**src/rtl/rxq_pkg.sv**
```systemverilog
package rxq_pkg;

  typedef struct packed {
    logic       brk;
    logic       ferr;
    logic       perr;
    logic [7:0] data;
  } rx_char_t;

  // number of data bits for a width code
  function automatic logic [3:0] data_bits(input logic [1:0] code);
    return 4'd5 + {2'b00, code};
  endfunction

  // parity value the line should carry; unused data bits are zero
  function automatic logic parity_expected(input logic [7:0] d,
                                           input logic even,
                                           input logic stick);
    if (stick) return ~even;
    return even ? ^d : ~(^d);
  endfunction

endpackage

```
**src/rtl/rxq_baud.sv**
```systemverilog
module rxq_baud #(
  parameter int DIV_W = 16
) (
  input  logic             clk,
  input  logic             rst_n,
  input  logic [DIV_W-1:0] divisor,
  output logic             tick
);
  logic [DIV_W-1:0] cnt;

  always_ff @(posedge clk) begin
    if (!rst_n)         cnt <= '0;
    else if (cnt == '0) cnt <= (divisor == '0) ? '0 : divisor - 1'b1;
    else                cnt <= cnt - 1'b1;
  end

  assign tick = (cnt == '0);

  // divisors above one never give back-to-back ticks
  assert_tick_spacing_R1: assert property (@(posedge clk) disable iff (!rst_n)
    (tick && divisor > 1) |=> !tick);

endmodule

```
**src/rtl/rxq_sync.sv**
```systemverilog
module rxq_sync #(
  parameter int STAGES = 2
) (
  input  logic clk,
  input  logic rst_n,
  input  logic din,
  output logic dout
);
  logic [STAGES-1:0] chain;

  always_ff @(posedge clk) begin
    if (!rst_n) chain <= '1;
    else        chain <= {chain[STAGES-2:0], din};
  end

  assign dout = chain[STAGES-1];

endmodule

```
**src/rtl/rxq_frame.sv**
```systemverilog
module rxq_frame
  import rxq_pkg::*;
#(
  parameter int OSR = 16
) (
  input  logic       clk,
  input  logic       rst_n,
  input  logic       tick,
  input  logic       rxs,
  input  logic [1:0] char_len,
  input  logic       parity_on,
  input  logic       parity_even,
  input  logic       stick_parity,
  output logic       char_valid,
  output rx_char_t   char_out
);
  localparam int CW = $clog2(OSR);
  localparam logic [CW-1:0] LAST = CW'(OSR - 1);
  localparam logic [CW-1:0] MID  = CW'(OSR / 2 - 1);

  typedef enum logic [2:0] {S_IDLE, S_START, S_DATA, S_PAR, S_STOP} st_t;
  st_t           state;
  logic [CW-1:0] cnt;
  logic [2:0]    bit_idx;
  logic [7:0]    shreg;
  logic          pbit;
  logic          armed;

  // named internal events
  logic start_seen, start_ok, start_bad, samp_evt, last_data;
  logic brk_now, perr_now;

  assign start_seen = tick && state == S_IDLE && !rxs && armed;
  assign start_ok   = tick && state == S_START && cnt == MID && !rxs;
  assign start_bad  = tick && state == S_START && cnt == MID && rxs;
  assign samp_evt   = tick && (state == S_DATA || state == S_PAR || state == S_STOP)
                      && cnt == LAST;
  assign last_data  = ({1'b0, bit_idx} == data_bits(char_len) - 4'd1);
  assign brk_now    = (shreg == '0) && (!parity_on || !pbit) && !rxs;
  assign perr_now   = parity_on && (pbit != parity_expected(shreg, parity_even, stick_parity));

  always_ff @(posedge clk) begin
    if (!rst_n) begin
      state      <= S_IDLE;
      cnt        <= '0;
      bit_idx    <= '0;
      shreg      <= '0;
      pbit       <= 1'b0;
      armed      <= 1'b0;
      char_valid <= 1'b0;
      char_out   <= '0;
    end else begin
      char_valid <= 1'b0;
      if (rxs) armed <= 1'b1;
      if (start_seen) begin
        state <= S_START;
        cnt   <= '0;
        armed <= 1'b0;
      end else if (start_bad) begin
        state <= S_IDLE;
        cnt   <= '0;
      end else if (start_ok) begin
        state   <= S_DATA;
        cnt     <= '0;
        bit_idx <= '0;
        shreg   <= '0;
        pbit    <= 1'b0;
      end else if (samp_evt) begin
        cnt <= '0;
        unique case (state)
          S_DATA: begin
            shreg[bit_idx] <= rxs;
            if (last_data) state <= parity_on ? S_PAR : S_STOP;
            else           bit_idx <= bit_idx + 3'd1;
          end
          S_PAR: begin
            pbit  <= rxs;
            state <= S_STOP;
          end
          default: begin
            char_valid    <= 1'b1;
            char_out.data <= shreg;
            char_out.perr <= perr_now;
            char_out.ferr <= ~rxs;
            char_out.brk  <= brk_now;
            state         <= S_IDLE;
            armed         <= rxs;
          end
        endcase
      end else if (tick && state != S_IDLE) begin
        cnt <= cnt + 1'b1;
      end
    end
  end

  // a break character always carries a framing error
  assert_brk_has_ferr_R8: assert property (@(posedge clk) disable iff (!rst_n)
    char_valid |-> (!char_out.brk || char_out.ferr));
  // bits at or above the selected width are zero
  assert_upper_zero_R4: assert property (@(posedge clk) disable iff (!rst_n)
    char_valid |-> ((char_out.data >> data_bits(char_len)) == 8'd0));
  // no parity error can be reported with parity off
  assert_no_perr_R11: assert property (@(posedge clk) disable iff (!rst_n)
    (char_valid && !parity_on) |-> !char_out.perr);
  // a rejected start leaves the receiver idle with no character
  assert_glitch_idle_R3: assert property (@(posedge clk) disable iff (!rst_n)
    start_bad |=> (state == S_IDLE && !char_valid));

endmodule

```
**src/rtl/rxq_fifo.sv**
```systemverilog
module rxq_fifo #(
  parameter int WIDTH = 11,
  parameter int DEPTH = 16
) (
  input  logic             clk,
  input  logic             rst_n,
  input  logic             push,
  input  logic [WIDTH-1:0] wdata,
  input  logic             pop,
  output logic [WIDTH-1:0] head,
  output logic             not_empty,
  output logic             overrun
);
  localparam int AW = $clog2(DEPTH);

  logic [WIDTH-1:0] mem [DEPTH];
  logic [AW-1:0]    wr_ptr, rd_ptr;
  logic [AW:0]      count;
  logic             full, push_ok, pop_ok, drop_evt;

  assign full     = (count == (AW+1)'(DEPTH));
  assign push_ok  = push && !full;
  assign drop_evt = push && full;
  assign pop_ok   = pop && (count != '0);

  always_ff @(posedge clk) begin
    if (push_ok) mem[wr_ptr] <= wdata;
  end

  always_ff @(posedge clk) begin
    if (!rst_n) begin
      wr_ptr  <= '0;
      rd_ptr  <= '0;
      count   <= '0;
      overrun <= 1'b0;
    end else begin
      if (push_ok) wr_ptr <= wr_ptr + 1'b1;
      if (pop_ok)  rd_ptr <= rd_ptr + 1'b1;
      count <= count + (push_ok ? 1'b1 : 1'b0) - (pop_ok ? 1'b1 : 1'b0);
      if (drop_evt) overrun <= 1'b1;
    end
  end

  assign head      = mem[rd_ptr];
  assign not_empty = (count != '0);

  // occupancy never exceeds the depth
  assert_no_overflow_R9: assert property (@(posedge clk) disable iff (!rst_n)
    count <= (AW+1)'(DEPTH));
  // a read of an empty queue changes nothing
  assert_empty_pop_R9: assert property (@(posedge clk) disable iff (!rst_n)
    (pop && !not_empty && !push) |=> (count == '0));
  // a discarded character raises overrun
  assert_drop_flags_R10: assert property (@(posedge clk) disable iff (!rst_n)
    drop_evt |=> overrun);
  // overrun is sticky
  assert_overrun_sticky_R10: assert property (@(posedge clk) disable iff (!rst_n)
    overrun |=> overrun);

endmodule

```
**src/rtl/serial_rx_top.sv**
```systemverilog
module serial_rx_top
  import rxq_pkg::*;
#(
  parameter int DIV_W  = 16,
  parameter int OSR    = 16,
  parameter int DEPTH  = 16,
  parameter int STAGES = 2
) (
  input  logic             clk,
  input  logic             rst_n,
  input  logic [DIV_W-1:0] divisor,
  input  logic [1:0]       char_len,
  input  logic             parity_on,
  input  logic             parity_even,
  input  logic             stick_parity,
  input  logic             rx_in,
  input  logic             rd_en,
  output logic [7:0]       rd_data,
  output logic             rd_perr,
  output logic             rd_ferr,
  output logic             rd_brk,
  output logic             data_ready,
  output logic             overrun
);
  localparam int EW = $bits(rx_char_t);

  logic     tick, rxs, char_valid;
  rx_char_t char_in, char_head;

  rxq_baud #(.DIV_W(DIV_W)) baud_i (
    .clk(clk), .rst_n(rst_n), .divisor(divisor), .tick(tick));

  rxq_sync #(.STAGES(STAGES)) sync_i (
    .clk(clk), .rst_n(rst_n), .din(rx_in), .dout(rxs));

  rxq_frame #(.OSR(OSR)) frame_i (
    .clk(clk), .rst_n(rst_n), .tick(tick), .rxs(rxs),
    .char_len(char_len), .parity_on(parity_on), .parity_even(parity_even),
    .stick_parity(stick_parity), .char_valid(char_valid), .char_out(char_in));

  rxq_fifo #(.WIDTH(EW), .DEPTH(DEPTH)) fifo_i (
    .clk(clk), .rst_n(rst_n), .push(char_valid), .wdata(char_in),
    .pop(rd_en), .head(char_head), .not_empty(data_ready), .overrun(overrun));

  assign rd_data = char_head.data;
  assign rd_perr = char_head.perr;
  assign rd_ferr = char_head.ferr;
  assign rd_brk  = char_head.brk;

  // nothing is queued or flagged in the first cycle out of reset
  assert_reset_clean_R2: assert property (@(posedge clk)
    $rose(rst_n) |-> (!data_ready && !overrun));

endmodule

```
**config.mk**
```make
export PLATFORM = sky130hd
export DESIGN_NAME = serial_rx_top
export DESIGN_NICKNAME = d
export VERILOG_FILES = /design/src/rtl/rxq_pkg.sv /design/src/rtl/rxq_baud.sv /design/src/rtl/rxq_sync.sv /design/src/rtl/rxq_frame.sv /design/src/rtl/rxq_fifo.sv /design/src/rtl/serial_rx_top.sv
export SDC_FILE = /design/constraint.sdc
export NUM_CORES = 1
export LEC_CHECK = 0
export ABC_AREA = 1
export BUFFER_PORTS_ARGS = -buffer_cell sky130_fd_sc_hd__buf_2
export CAP_MARGIN = 20
export CORE_ASPECT_RATIO = 0.75
export CORE_MARGIN = 2
export CORE_UTILIZATION = 50
export CTS_CLUSTER_DIAMETER = 40
export DETAILED_ROUTE_END_ITERATION = 12
export HOLD_SLACK_MARGIN = 0.15
export PLACE_DENSITY_LB_ADDON = 0.3
export SYNTH_ARGS = -nofsm -noshare
export SYNTH_HDL_FRONTEND = slang
export SYNTH_HIERARCHICAL = 1
export SYNTH_SLANG_ARGS = --single-unit
export TNS_END_PERCENT = 5
```
**constraint.sdc**
```tcl
create_clock -name clk -period 2.9 [get_ports clk]
set_clock_uncertainty 0.1 [all_clocks]
set_input_delay 0.725 -clock clk [delete_from_list [all_inputs] [get_ports clk]]
set_output_delay 0.725 -clock clk [all_outputs]
set_load 0.02 [all_outputs]
```
==> results of run 1 <==
## final timing paths
check | slack [ns] | end
max reg2reg | 0.31 | fifo_i/count[4]
min | 0.29 | sync_i/chain[0]
max | 0.07 | rd_data[2]
min reg2reg | 0.31 | sync_i/chain[1]
## kinds of logic after synthesis
family	count (synthesis)
flops	244
buf+inv	284
simple gates	733
xor+xnor	19
compound gates	76
fa+ha+maj	21
## critical path: cells and delay by family (launching register included)
family,cells,cell delay [ns]
buf+inv,2,0.60
simple gates,3,0.46
flops,1,0.38
## flip-flops by register name, summed over array words and instances (netlist names), 4 cells and up, named ones only
| register | count |
|---|---|
| frame_i/char_out | 11 |
| baud_i/cnt | 16 |
| fifo_i/count | 5 |
| frame_i/shreg | 8 |
| fifo_i/rd_ptr | 4 |
| frame_i/cnt | 4 |
| fifo_i/wr_ptr | 4 |
| fifo_i/mem | 176 |
## cells in the final DEF, fill, tap and decap left out, types with 2 or more instances in the layout
master and instances:
o21ai_0 24, nor2_2 8, xor2_1 16, nand3_2 4
buf_2 37, or2_0 6, clkbuf_8 3, nand2_1 400
nor2_1 97, inv_6 2, buf_4 33, inv_2 8
inv_8 3, nand2_2 4, ha_1 20, a21oi_1 47
or2_2 2, xnor2_1 3, inv_1 229, clkbuf_1 3
edfxtp_1 176, nand4_1 11, nand3_1 190, nor2_4 3
clkinvlp_4 4, clkinv_1 3, dfxtp_1 67, clkbuf_16 31
buf_16 2, clkinv_2 4, buf_12 2, nand2_4 2
## layer usage
layer  wire length [um]  vias to the layer above
met5                  0                        -
li1                   -                     4523
met1              12660                     4192
met4                500                        0
met2              11480                      281
met3               1769                       41
## per-stage QoR
step	power [mW]	worst slack [ns]	hold WS [ns]	setup TNS, ns	instance area, um^2
2_1_floorplan	5.709	0.3635	0.2795	0	11790
3_3_place_gp	6.211	0.3721	0.3022	0	12430
3_5_place_dp	6.249	0.3123	0.2913	0	12430
4_1_cts	9.871	0.01560	0.2673	0	13440
5_1_grt	10.32	-0.04344	0.2906	-0.1190	13450
6_report	9.837	0.07368	0.2893	0	13450
## power by group
| group | switching (mW) | internal, mW | leakage, nW | total [mW] |
|---|---|---|---|---|
| logic | 1.51 | 0.810 | 3.71 | 2.32 |
| registers | 0.112 | 3.82 | 1.88 | 3.93 |
| clock network | 1.46 | 2.13 | 0.469 | 3.59 |
## area by class of cell
class / count / area, um^2
multi-input cells: 849 / 3995
repair buffers: 75 / 539.3
inverters: 242 / 923.4
well taps: 300 / 375.4
clock buffers: 37 / 828.3
flip-flops and latches: 244 / 6650
clock inverters: 15 / 140.1
fillers: 1995 / 9610
## synth_stat cells, drive strengths merged
| cell type | count | area (um^2) |
|---|---|---|
| nand4 | 11 | 68.82 |
| nor2 | 108 | 447.9 |
| nand3b | 1 | 7.510 |
| a21oi | 48 | 244.0 |
| edfxtp | 176 | 5285 |
| clkbuf | 11 | 41.29 |
| dfxtp | 68 | 1361 |
| clkinv | 2 | 8.750 |
| buf | 31 | 197.7 |
| inv | 240 | 903.4 |
| or2 | 8 | 50.05 |
| nand3 | 195 | 1008 |
| nand2 | 406 | 1546 |
| a31oi | 1 | 6.260 |
| and2 | 1 | 6.260 |
| xor2 | 16 | 140.1 |
| o21ai | 25 | 125.1 |
| o21a | 1 | 7.510 |
| o22ai | 1 | 6.260 |
| nor3 | 3 | 31.28 |
| fa | 1 | 20.02 |
| ha | 20 | 250.2 |
| xnor2 | 3 | 26.28 |
## repair_timing
action,4_1_cts,5_1_grt
setup endpoints to repair,3,12
resized for setup,2,8
hold buffers,0,0
cloned,1,0
==> reports/results.ini, run 1 <==
[global_route]
grt_max_degree=45
overflow=0
grt_pass1_vias=8290
antenna_found_initial=0
grtUsageTotal_pct=21.61
use_met3_pct=3.167
grt_use_met2_pct=33.76
grt.busiest_layer=met2
use_met1_pct=31.74
grt_first_pass_wirelength_um=42390

[clocking]
cts_buffer_depth=3
cts_tree=built
cts-root-buf=clkbuf_16
numClockSinks=244
htree_levels=1
clock_latency_ns=0.55
cts_made_buffers=28
cts.clk_slew.worst_paths_ns=0.06
post_cts_buffers=0

[sta]
rsz0062_at_grt=true
finalHoldViolations=0
drv_slew=0
fin_crit_ns=2.826
relSlewSlack_pct=52.15
layout_worst_path_cycle_share_pct=97.46
fmax_mhz=353.8
worst_pin_slew_ns=0.7167
final-setup-viol-count=0

[floorplan]
die_height_um=137.0
initial_core_util_pct=51.12
fp.dieW_um=181.3
num_rows=48
die-area_um2=24840
io_pins=38
coreArea_um2=23060

[setup_path]
startpoint_type=register
crit_top_cell=nand3_1
criticalPathCategory=reg2out
path_cells=clkinvlp_4, nand3_1, nand3_1, nand2_1, buf_2
max_stage_delay_ns=0.42
cp.arrival_ns=2.00
critPathRequiredTime_ns=2.08
path_max_fanout=22
rr_startpoint=fifo_i/count[3]
cp_slowest_cell=clkinvlp_4
crit_path_end_kind=output port
reg2reg_depth=17

[synth]
synth-seq-cells=244
synth-seq-area-share_pct=56.37
synth_xor_area_share_pct=1.411
ys_types=40
synth_top_family_by_area=simple AND/OR/NAND/NOR gates
netlist_area_um2=11790
synth_warnings=6
syn_nets=1423
synth_fa_ha_area_share_pct=2.292
synth_compound_area_share_pct=3.300
synth_cells=1377
avgSynthCellArea_um2=8.562
synthSimpleGateAreaFrac_pct=26.86
muxShareOfSynthArea_pct=0

[detailed_routing]
wirelength_um=26400
dr_total_vias=9037
drcViolationCount=0
wire_per_inst_um=14.98
viasPerCell=5.129
drtAntennaViolNets=0
first_iter_violations=927
firstDrtPassIters=5

[final_layout]
area_growth_pct=14.09
stdcell_count=1762
diodes=0
nNetsFinal=1486
utilization_pct=58.33
drive_gt1_share_pct=11.08

[run]
cap_violations=0

[place]
gp_congestion=0.8981
port_buffers=37
dpl.cell_count=1709
dp_hpwl_um=17530

[min_path]
worstHoldPathType=in2reg
whs_path_depth=3
worstHoldStart=rx_in

[power_and_ir_drop]
power_density_nw_per_um2=731.3
p_leak_nw=6.055
ir_worst_vdd_mv=0.4813

[run_status]
outcome=completed

No activity file was read; power rests on OpenSTA's default activity.
==> inputs of run 2 (changes only) <==
--- a/config.mk
+++ b/config.mk
@@ -14,7 +14,9 @@
 export CTS_CLUSTER_DIAMETER = 40
 export DETAILED_ROUTE_END_ITERATION = 12
 export HOLD_SLACK_MARGIN = 0.15
-export PLACE_DENSITY_LB_ADDON = 0.3
+export MAX_ROUTING_LAYER = met4
+export PLACE_DENSITY = 0.66
+export SLEW_MARGIN = 20
 export SYNTH_ARGS = -nofsm -noshare
 export SYNTH_HDL_FRONTEND = slang
 export SYNTH_HIERARCHICAL = 1
==> reports/results.ini, run 2 (same netlist as run 1, synthesis figures left out) <==
[run_status]
outcome=completed

[clocking]
htree_levels=1
numClockSinks=244
cts.clk_slew.worst_paths_ns=0.06
clock_latency_ns=0.55
cts_tree=built
hold_buffers=0
cts_buffer_depth=3
cts_made_buffers=31
cts-root-buf=clkbuf_16

[final_layout]
utilization_pct=58.92
final_common_cell=nand2_1
finish.instance_area_um2=13590
largest_reg_flops=176
regMostFlops=fifo_i/mem
area_growth_pct=15.26
top_regs=fifo_i/mem (176), baud_i/cnt (16), frame_i/char_out (11)
fill_cells=2007
drive_gt1_share_pct=11.27
nNetsFinal=1486
diodes=0
layout_common_cells=401 x nand2_1, 229 x inv_1, 190 x nand3_1
stdcell_count=1764

[sta]
layout_worst_path_cycle_share_pct=96.92
drv_slew=0
fmax_mhz=355.8
finalHoldViolations=0
worst_pin_slew_ns=0.7781
fin_tns_setup_ns=0
final-setup-viol-count=0
fin_crit_ns=2.811
rsz0062_at_grt=true
relSlewSlack_pct=48.05

[place]
dp_hpwl_um=17410
gp_congestion=0.8876
dpl.cell_count=1702
dpl_cell_area_um2=12390
port_buffers=37

[floorplan]
initial_core_util_pct=51.12
coreArea_um2=23060
io_pins=38
num_rows=48
fp.dieW_um=181.3
die-area_um2=24840
die_height_um=137.0

[setup_path]
path_cells=buf_4, nand3_1, nand3_1, nand3_1, nand2_1, buf_2
crit_top_cell=nand3_1
startpoint_type=register
max_stage_delay_ns=0.39
criticalPathCategory=reg2out
critPathRequiredTime_ns=2.08
cp_slowest_cell=buf_4
crit_path_end_kind=output port
cp.arrival_ns=1.99
reg2reg_depth=16
path_max_fanout=32

[global_route]
overflow=0
antenna_found_initial=0
grt_max_degree=45
grtUsageTotal_pct=22.86
grt_first_pass_wirelength_um=43660
grt_pass1_vias=8353

[detailed_routing]
viasPerCell=5.138
first_iter_violations=682
wire_per_inst_um=15.43
firstDrtPassIters=5
wirelength_um=27220
dr_total_vias=9064
drcViolationCount=0
drtAntennaViolNets=0

[power_and_ir_drop]
p_leak_nw=6.120
ir_worst_vdd_mv=0.4971
power_density_nw_per_um2=761.3

[min_path]
worstHoldPathType=in2reg
whs_path_depth=3

[run]
cap_violations=0

[run 2: changes by cell type in the layout (fill, tap and decap cells not counted), moves of 2 or more]
cell | previous run | this run
buf_4 | 33 | 27
clkbuf_8 | 3 | 1
clkbuf_1 | 3 | 1
clkbuf_16 | 31 | 34
clkinv_2 | 4 | 7
bufinv_16 | 1 | 4
[run 2: path summary, 6_finish.rpt]
path                     endpoint       startpoint  slack, ns
setup / recovery       rd_data[3]         register       0.09
hold / removal    sync_i/chain[0]            rx_in       0.27
setup reg to reg  fifo_i/count[4]  fifo_i/count[2]       0.35
hold reg to reg   sync_i/chain[1]  sync_i/chain[0]       0.31
[run 2: final cells by class]
cell class	count	area, um^2	area share (%)
flip-flops and latches	244	6651	48.95
multi-input cells	849	3993	29.38
inverters	242	922.1	6.786
clock buffers	36	868.3	6.390
repair buffers	71	525.5	3.867
well taps	300	375.4	2.762
clock inverters	21	246.5	1.814
repair inverters	1	7.507	0.05524
[run 2: critical path, delay by kind of cell, from the launching register on]
kind | cells | cell delay, ns
buf+inv | 2 | 0.58
simple gates | 4 | 0.49
flops | 1 | 0.35
[run 2: power breakdown]
part / total [mW] / internal (mW) / switching (mW)
Clock: 4.06 / 2.52 / 1.54
Sequential: 3.93 / 3.82 / 0.114
Combinational: 2.35 / 0.813 / 1.54
Total: 10.3 / 7.16 / 3.19
[run 2: repair_timing]
action / CTS / global route
gates cloned: 1 / 1
endpoints found under the setup margin: 2 / 11
buffers inserted: 0 / 3
gates resized for setup: 5 / 5
[run 2: metal layers]
layer | track usage, % | up-vias | part of all wire (%)
li1 | - | 4520 | -
met3 | 2.874 | 41 | 5.1
met4 | 5.917 | 0 | 2.1
met1 | 33.03 | 4282 | 50
met2 | 34.38 | 221 | 43
met5 | - | - | 0
[run 2: stage by stage]
| stage | total power, mW | hold WS (ns) | worst slack [ns] |
|---|---|---|---|
| after floorplan | 5.709 | 0.2795 | 0.3635 |
| after global placement | 6.227 | 0.3055 | 0.3663 |
| after detailed placement | 6.259 | 0.3081 | 0.3233 |
| after CTS | 10.37 | 0.2489 | -0.003057 |
| after global routing | 10.85 | 0.2662 | -0.01359 |
| final | 10.35 | 0.2744 | 0.08928 |
==> inputs of run 3 (changes only) <==
--- a/config.mk
+++ b/config.mk
@@ -8,14 +8,16 @@
 export ABC_AREA = 1
 export BUFFER_PORTS_ARGS = -buffer_cell sky130_fd_sc_hd__buf_2
 export CAP_MARGIN = 20
+export CELL_PAD_IN_SITES_DETAIL_PLACEMENT = 1
+export CELL_PAD_IN_SITES_GLOBAL_PLACEMENT = 1
 export CORE_ASPECT_RATIO = 0.75
 export CORE_MARGIN = 2
-export CORE_UTILIZATION = 50
+export CORE_UTILIZATION = 48
 export CTS_CLUSTER_DIAMETER = 40
 export DETAILED_ROUTE_END_ITERATION = 12
 export HOLD_SLACK_MARGIN = 0.15
 export MAX_ROUTING_LAYER = met4
-export PLACE_DENSITY = 0.66
+export PLACE_DENSITY_LB_ADDON = 0.1
 export SLEW_MARGIN = 20
 export SYNTH_ARGS = -nofsm -noshare
 export SYNTH_HDL_FRONTEND = slang
==> reports/results.ini, run 3 (same netlist as run 1, synthesis figures left out) <==
[min_path]
worstHoldPathType=in2reg
hold_end=sync_i/chain[0]
worstHoldStart=rx_in
whs_path_depth=3

[final_layout]
finish.instance_area_um2=13560
fill_cells=2853
utilization_pct=56.43
regMostFlops=fifo_i/mem
area_growth_pct=15.03
largest_reg_flops=176
drive_gt1_share_pct=10.88
nNetsFinal=1484
top_regs=fifo_i/mem (176), baud_i/cnt (16), frame_i/char_out (11)
layout_common_cells=401 x nand2_1, 229 x inv_1, 190 x nand3_1
final_common_cell=nand2_1
multiInputGateArea_um2=3993
regArea_um2=6651

[sta]
layout_worst_path_cycle_share_pct=97.21
fin_crit_ns=2.819
fmax_mhz=354.7
final-setup-viol-count=0
drv_slew=0
relSlewSlack_pct=54.18
worst_pin_slew_ns=0.6863
rsz0062_at_grt=true
fin_tns_setup_ns=0
finalHoldViolations=0
hold-worst-slack_ns=0.2420

[power_and_ir_drop]
p_comb_share_pct=23.8
swShare_pct=31.47
p_int_mw=7.027
power_density_nw_per_um2=756.1
p_switching_mw=3.227
ir_worst_vdd_mv=0.5502
p_leak_nw=6.069
seqPwrFrac_pct=38.4
power_frac_clock_pct=37.8

[global_route]
grt_first_pass_wirelength_um=51040
grt_pass1_vias=9632
grt.busiest_layer=met2
use_met1_pct=36.41
grt_max_degree=89
use_met3_pct=3.559
grtUsageTotal_pct=25.87
antenna_found_initial=1
grt_use_met2_pct=40.39
overflow=0

[place]
gp_congestion=0.8595
dpl_cell_area_um2=12410
port_buffers=37
dp_hpwl_um=20860

[floorplan]
num_rows=49
coreArea_um2=24030
die-area_um2=25850
fp.dieW_um=185.0
initial_core_util_pct=49.06
die_height_um=139.7
io_pins=38

[clocking]
clock_latency_ns=0.55
hold_buffers=0
cts_tree=built
cts-root-buf=clkbuf_16
cts_buffer_depth=3
numClockSinks=244
cts.clk_slew.worst_paths_ns=0.05
htree_levels=1
cts_made_buffers=31

[setup_path]
startpoint_type=register
crit_path_end_kind=output port
reg2reg_depth=13
r2r_end=frame_i/char_out[3]
cp.arrival_ns=1.99
path_max_fanout=32
critPathRequiredTime_ns=2.08
rr_startpoint=baud_i/cnt[0]
rrSetupSlack_ns=0.33
criticalPathCategory=reg2out

[detailed_routing]
drcViolationCount=0
first_iter_violations=661
wirelength_um=31770
dr_total_vias=9326
firstDrtPassIters=5
viasPerCell=5.198
wire_per_inst_um=17.71
drtAntennaViolNets=0

[run]
cap_violations=0

[run_status]
outcome=completed

run 3: cell count changes in the layout (fill, tap and decap cells not counted), sizes merged:
| cell | previous run | this run |
|---|---|---|
| clkbuf | 36 | 42 |
| diode | 0 | 1 |
| buf | 71 | 68 |
| clkinv | 14 | 9 |
| clkinvlp | 3 | 5 |
| inv | 243 | 241 |
run 3: how the worst max path moves through the flow:
stage,startpoint,to,slack (ns),depth (start not counted)
4_1_cts,register,rd_data[3],-0.003,9
3_5_place_dp,rd_en,fifo_i/count[4],0.30,15
5_1_grt,register,rd_data[2],-0.02,9
2_1_floorplan,fifo_i/count[3],fifo_i/count[4],0.36,16
3_3_place_gp,rd_en,fifo_i/count[4],0.36,14
6_report,register,rd_data[6],0.08,9
run 3: layout make-up:
class                      count  area share, %
clock inverter                16          1.541
antenna                        1        0.01845
multi-input combinational    849          29.44
tap                          331          3.054
inverter                     242          6.809
timing repair inverter         1        0.05536
timing repair buffer          69          3.893
clock buffer                  41          6.144
sequential                   244          49.04
run 3: metal layers:
layer / up-vias / share of wire (%)
met2: 187 / 45
met4: 0 / 1.6
li1: 4514 / -
met5: - / 0
met1: 4574 / 49
met3: 51 / 4.7
run 3: metrics by stage:
stage                     power, mW  worst slack (ns)  instances
after floorplan               5.709            0.3635       1377
after global placement        6.285            0.3607       1731
after detailed placement      6.342            0.3016       1731
after CTS                     10.26         -0.003397       1789
after global routing          10.76          -0.02255       1794
final                         10.25           0.08090       1794
run 3: power by group through the flow:
stage          clock network [mW]  logic, mW  registers, mW
4_1_cts                      3.93       2.40           3.93
3_5_place_dp                    0       2.35           3.99
5_1_grt                      4.06       2.74           3.95
6_report                     3.87       2.44           3.94
2_1_floorplan                   0       1.75           3.96
3_3_place_gp                    0       2.30           3.99
run 3: critical path, stage by stage, from the launching register on:
cell and delay, ns:
dfxtp_4 0.40, inv_8 0.16, buf_16 0.21, nand2_1 0.08, nand2_1 0.06, nand2_1 0.05, nand3_1 0.10, nand3_1 0.09
nand2_1 0.10, buf_2 0.17
run 3: repair_timing:
item	in CTS	in global routing
pin swaps	0	0
gates resized for setup	7	6
cloned	1	1
setup endpoints to repair	10	11
buffers inserted	0	3
